--- src/rtl/coef_size_enc.sv ---
module coef_size_enc #(
  parameter int CW   = 16,
  parameter int CATW = 4
) (
  input  logic                 clk,
  input  logic                 rst_n,
  input  logic                 pred_clr,
  input  logic                 in_valid,
  input  logic                 is_dc,
  input  logic signed [CW-1:0] coef,
  output logic                 out_valid,
  output logic [CATW-1:0]      out_cat,
  output logic [CW-1:0]        out_amp
);
  localparam int DW = CW + 1;
  localparam logic [DW-1:0] LIM = {2'b00, {(CW-1){1'b1}}};

  logic signed [CW-1:0] prev_dc, pred_eff;
  logic signed [DW-1:0] diff;
  logic                 neg;
  logic [DW-1:0]        mag, mag_c;
  logic [CATW-1:0]      cat;
  logic [CW-1:0]        mask, amp;

  assign pred_eff = pred_clr ? '0 : prev_dc;
  assign diff  = is_dc ? ({coef[CW-1], coef} - {pred_eff[CW-1], pred_eff})
                       : {coef[CW-1], coef};
  assign neg   = diff[DW-1];
  assign mag   = neg ? (~diff + 1'b1) : diff;
  assign mag_c = (mag > LIM) ? LIM : mag;

  always_comb begin
    cat = '0;
    for (int i = 0; i < DW; i++)
      if (mag_c[i]) cat = CATW'(i + 1);
  end

  always_comb begin
    mask = '0;
    for (int i = 0; i < CW; i++)
      if (i < int'(cat)) mask[i] = 1'b1;
  end

  assign amp = neg ? (mag_c[CW-1:0] ^ mask) : mag_c[CW-1:0];

  always_ff @(posedge clk or negedge rst_n) begin
    if (!rst_n) begin
      prev_dc   <= '0;
      out_valid <= 1'b0;
      out_cat   <= '0;
      out_amp   <= '0;
    end else begin
      prev_dc   <= (in_valid && is_dc) ? coef : pred_eff;
      out_valid <= in_valid;
      if (in_valid) begin
        out_cat <= cat;
        out_amp <= amp;
      end
    end
  end

  AST_VALID_LAT: assert property (@(posedge clk) disable iff (!rst_n)
    in_valid |=> out_valid);
  AST_IDLE_LAT: assert property (@(posedge clk) disable iff (!rst_n)
    !in_valid |=> !out_valid);
  AST_OUT_HOLD: assert property (@(posedge clk) disable iff (!rst_n)
    !in_valid |=> ($stable(out_cat) && $stable(out_amp)));
  AST_AMP_WIDTH: assert property (@(posedge clk) disable iff (!rst_n)
    out_valid |-> ((out_amp >> out_cat) == '0));
  AST_ZERO_CAT: assert property (@(posedge clk) disable iff (!rst_n)
    (out_valid && out_cat == '0) |-> (out_amp == '0));
  AST_PRED_CLR: assert property (@(posedge clk) disable iff (!rst_n)
    (pred_clr && !(in_valid && is_dc)) |=> (prev_dc == '0));
  AST_PRED_HOLD: assert property (@(posedge clk) disable iff (!rst_n)
    (!pred_clr && !(in_valid && is_dc)) |=> $stable(prev_dc));
  AST_PRED_LOAD: assert property (@(posedge clk) disable iff (!rst_n)
    (in_valid && is_dc) |=> (prev_dc == $past(coef)));
endmodule

--- config.mk ---
export PLATFORM = sky130hd
export DESIGN_NAME = coef_size_enc
export DESIGN_NICKNAME = d
export VERILOG_FILES = /design/src/rtl/coef_size_enc.sv
export SDC_FILE = /design/constraint.sdc
export NUM_CORES = 1
export LEC_CHECK = 0
export ABC_AREA = 1
export BUFFER_PORTS_ARGS = -buffer_cell sky130_fd_sc_hd__buf_2
export CELL_PAD_IN_SITES_DETAIL_PLACEMENT = 1
export CELL_PAD_IN_SITES_GLOBAL_PLACEMENT = 1
export CORE_ASPECT_RATIO = 1.75
export CORE_UTILIZATION = 40
export CTS_BUF_LIST = sky130_fd_sc_hd__clkbuf_4
export DETAILED_ROUTE_END_ITERATION = 8
export PLACE_DENSITY_LB_ADDON = 0.05
export SYNTH_ARGS = -nofsm -noshare
export SYNTH_HDL_FRONTEND = slang
export SYNTH_SLANG_ARGS = --single-unit
--- constraint.sdc ---
create_clock -name clk -period 6.6 [get_ports clk]
set_clock_uncertainty 0.1 [all_clocks]
set_input_delay 0.66 -clock clk [delete_from_list [all_inputs] [get_ports clk]]
set_output_delay 0.66 -clock clk [all_outputs]
set_load 0.01 [all_outputs]
# Word level (Yosys, flattened, before mapping)

Index checks and enable logic that the tools add are counted.

Register bits: 37

Mux-type cells: 38
Bitwise gates (word level): 2
$lt $le $gt $ge: 16
Add/subtract/negate cells: 2
Reductions and logical operators: 1

Operator list:

| operator                | count |
|---|---|
| $mux W4                 | 15 |
| $mux W17                | 3 |
| $mux W16                | 3 |
| $lt A4 B4 Y1 const A    | 7 |
| $add A17 B1 Y17 const B | 1 |
| $gt A17 B15 Y1 const B  | 1 |
| $not A17 Y17            | 1 |
| $sub A16 B16 Y17        | 1 |
| $lt A3 B4 Y1 const A    | 4 |
| $mux W1                 | 16 |
| $xor A16 B15 Y16        | 1 |
| $lt A1 B4 Y1 const A    | 2 |
| $lt A2 B4 Y1 const A    | 2 |
| $mux W2                 | 1 |
| $logic_and A1 B1 Y1     | 1 |

# Logic depth before layout (Yosys ltp)

Depth after elaboration: 29
Depth in mapped cells: 36
Gate-level depth less buffers: 36

# Least setup slack after synthesis

OpenSTA, ideal clock, no wires.

Path kind: input to register
Start: input pred_clr
End: register out_amp[12]
Path buffers: 1
Arrival: 3.773 ns
Data required time: 6.383 ns
Library setup time: 0.117 ns
Setup slack: 2.609 ns
Stages on the path: 28
Cell sequence: inv_1 > clkbuf_1 > nand2_1 > fa_1 > nand2_1 > o21a_2 > ha_1 > inv_1 > nor2_1 > nand3_1 > nor2_1 > nand3_1 > nor2_1 > nand3_1 > nand3_2 > nand2_4 > nand2_1 > nor2_2 > nand2_2 > inv_2 > nand2_2 > nand2_2 > nor2_4 > nand3_1 > nand2_1 > nand2_1 > nand3_1 > nand2_1

Cells in the longest elaborated chain, start to end: 29

RTL lines:

| item                   | line | text |
|---|---|---|
| start: declaration     | 7    | `input logic pred_clr,` |
| $mux W16 (*)           | 25   | `assign pred_eff = pred_clr ? '0 : prev_dc;` |
| $sub A16 B16 Y17 (*)   | 26   | `assign diff = is_dc ? ({coef[CW-1], coef} - {pred_eff[CW-1], pred_eff})` |
| $mux W17 (*)           | 26   |  |
| $not A17 Y17           | 29   | `assign mag = neg ? (~diff + 1'b1) : diff;` |
| $add A17 B1 Y17        | 29   |  |
| $mux W17               | 29   |  |
| $gt A17 B15 Y1         | 30   | `assign mag_c = (mag > LIM) ? LIM : mag;` |
| $mux W17               | 30   |  |
| $mux W1                | 35   | `if (mag_c[i]) cat = CATW'(i + 1);` |
| $mux W2                | 35   |  |
| $mux W4 (15 in series) | 35   |  |
| $lt A4 B4 Y1           | 41   | `if (i < int'(cat)) mask[i] = 1'b1;` |
| $mux W1                | 41   |  |
| $xor A16 B15 Y16       | 44   | `assign amp = neg ? (mag_c[CW-1:0] ^ mask) : mag_c[CW-1:0];` |
| $mux W16 (*)           | 44   |  |
| end signal: assignment | 57   | `out_amp <= amp;` |
| end: declaration       | 13   | `output logic [CW-1:0] out_amp` |

Every way passes the cells marked *; elsewhere a longest branch is shown, timed or not.
A chain may end at the register's enable or synchronous reset.

# Final worst setup path

Ends and elaborated chain as after synthesis.

==> metrics.cfg <==
[floorplan]
io_pins=42
rows=46
die_y_um=130
die_w_um=74.9
coreArea_mm2=0.00904
dieArea_mm2=0.00971
initial_utilization=0.412

[yosys]
ys_types=38
async_flop_share=1.00
synth_top_area_cell=dfrtp_1
syn-num-nets=645
synth_top_area_frac=0.249
yosys_warnings=0
ys_seq_area_frac=0.249
synth_edf_count=0
syn_area_mm2=0.00372
syn-instance-count=605
synth.ff_latch_count=37
synth-main-ff-cell=dfrtp_1
avgSynthCellArea_um2=6.15
synthTopCellsByArea=dfrtp_1 25%, nand2_1 22%, nand3_1 8.6%

[timing]
max_freq_mhz=223
drv_slew=0
fin_crit_sh=0.678
hold_viol=0
finalSetupViolCount=0
grt_setup_unrepaired=false
tns_ns=0
slew_headroom=0.221
post-route-min-period_ns=4.48
tightest_slew_ns=1.17

[setup_path]
cpMostUsedCell=nand3_1
cp_slowest_stage_delay_ns=0.47
worst-path-buf-inv=3
worstSetupPathType=in2reg
critical_path.max_fanout=15
cp-end-kind=flip-flop
worstSetupStartpointType=primary input
crit_required_ns=6.77
crit_family=simple AND/OR/NAND/NOR gates
worstPathArrival_ns=4.64
slowest_stage=fa_1

[layout]
area_growth_pct=9.41
drive_gt1_frac=0.167
nets=679
finalCoreUtilization=0.451
fill_cells=1317
regArea_um2=926
multi_input_area_mm2=0.00239

[placement]
io_buffers=41
gp_congestion=0.938
place_hpwl_mm=9.27

[clock_tree]
cts_inserted_buffers=5
cts_max_level=2
clkSlewWorstSetupHoldPaths_ns=0.13
cts_root_buffer=clkbuf_4
cts.path.max_buffers=2
cts_hold_buf=0
postCtsSetupBuffers=0
cts_sinks=37
clkLatencyLatePin_ns=0.36
ctsResizeCount=0
cts_tree=built

[global_route]
grt_first_pass_wirelength_mm=18.3
grt_start_max_net_pins=38
grt_pass1_vias=3972
track_usage=0.250
antenna_found_initial=1
gr-total-overflow=0

[routing]
avgViaCountPerCell=5.05
route.detailed.drc=0
wire_per_inst_um=14.7
ant_nets=0
drtPass1Iterations=4
vias=3840
routed_wl_mm=11.2
first_iter_violations=88

[power_and_ir_drop]
irDropWorstVdd_v=0.0000802
pwr_density_cell_mw_per_mm2=214
power_leakage_uw=0.00228

[min_path]
hp-class=in2async

[flow_run]
maxCapViolations=0

[run_status]
status=complete, no violations

[per-layer routing]
metal  GRT usage  vias up  part of all wire  wire length (um)
met5           0        -                 0                 0
met4       0.140        0             0.045               507
met3      0.0272       33             0.016               181
met2       0.502       66              0.58              6540
met1       0.229     1793              0.35              3970
li1            -     1948                 -                 -
[cell usage in the layout, fill, tap and decap left out, types with 2 or more instances in the layout]
cell type  instances
nor3_1             2
nand3b_1           4
and2_1             3
inv_1             77
a31oi_1            2
xor2_1             9
a21oi_1           28
o21ai_1            2
nand4_1            2
nand2_2           16
nor2_4             4
nand2_4            2
inv_2              7
o21ai_0            8
nor2_2             8
ha_1              18
buf_2             41
nor2_1            44
nand2_1          218
clkbuf_4           5
or2_2              9
nand3_2            6
nand3_1           64
o21ai_2            3
clkinv_1           3
dfrtp_1           37
xnor2_1            5
or2_1              2
[sequential cells by signal, indices dropped and copies added (netlist names)]
register and cells:
out_amp 16, prev_dc 16, out_cat 4, out_valid 1
[layout make-up]
class | instances | share of cell area
Antenna cell | 1 | 0.000615
Inverter | 86 | 0.0793
Multi-Input combinational cell | 468 | 0.586
Timing Repair Buffer | 41 | 0.0504
Sequential cell | 37 | 0.227
Clock buffer | 5 | 0.00922
Tap cell | 120 | 0.0369
Clock inverter | 3 | 0.0101
[cells in the mapped netlist, types with 5 or more instances]
library cell / instances
inv_2: 7
clkbuf_1: 7
inv_1: 77
dfrtp_1: 37
xnor2_1: 5
a21oi_1: 28
nor2_2: 8
nand3_2: 6
nand2_1: 218
xor2_1: 9
or2_2: 9
nand3_1: 64
ha_1: 18
o21ai_0: 8
nor2_1: 44
nand2_2: 16
[worst reg2reg max path: cells and delay by family (launching register included)]
kind            cells  cell delay (ns)
buf+inv             4             0.27
fa+ha+maj           3             0.81
simple gates       21             2.31
compound gates      1             0.17
flops               1             0.39
[per-stage QoR]
| step | hold slack [ns] | setup slack, ns | power (uW) | instance area (um2) | std cells |
|---|---|---|---|---|---|
| 2_1_floorplan | 0.264 | 2.61 | 591 | 3720 | 605 |
| 3_3_place_gp | 0.356 | 1.79 | 697 | 3990 | 752 |
| 3_5_place_dp | 0.360 | 1.65 | 712 | 3990 | 752 |
| 4_1_cts | 0.329 | 2.04 | 887 | 4070 | 760 |
| 5_1_grt | 0.383 | 1.68 | 950 | 4070 | 761 |
| 6_report | 0.321 | 2.12 | 870 | 4070 | 761 |
[path summary, 6_finish.rpt]
kind,depth (start not counted),endpoint,from,slack [ns]
max,27,out_amp[12],pred_clr,2.12
max in group asynchronous,1,prev_dc[14],rst_n,5.51
min reg2reg,2,out_cat[1],out_cat[1],0.39
max reg2reg,29,out_amp[12],prev_dc[0],2.45
min in group clk,2,out_cat[1],out_cat[1],0.39
min,1,out_cat[3],rst_n,0.32
[where the power goes]
| part | internal, uW | switching [uW] |
|---|---|---|
| combinational | 143 | 283 |
| clock | 78.4 | 89.0 |
| sequential | 261 | 15.4 |
| total | 482 | 387 |
[cell families (layout without fill, tap and decap cells)]
logic type      after synthesis  count (layout)  share of synthesized area
simple gates                387             387                      0.470
buf+inv                     100             135                      0.110
compound gates               48              48                     0.0723
flops                        37              37                      0.249
fa+ha+maj                    19              19                     0.0659
xor+xnor                     14              14                     0.0330
other cells                   0               1                          0
Note: power is estimated with default switching activity, not from simulation.
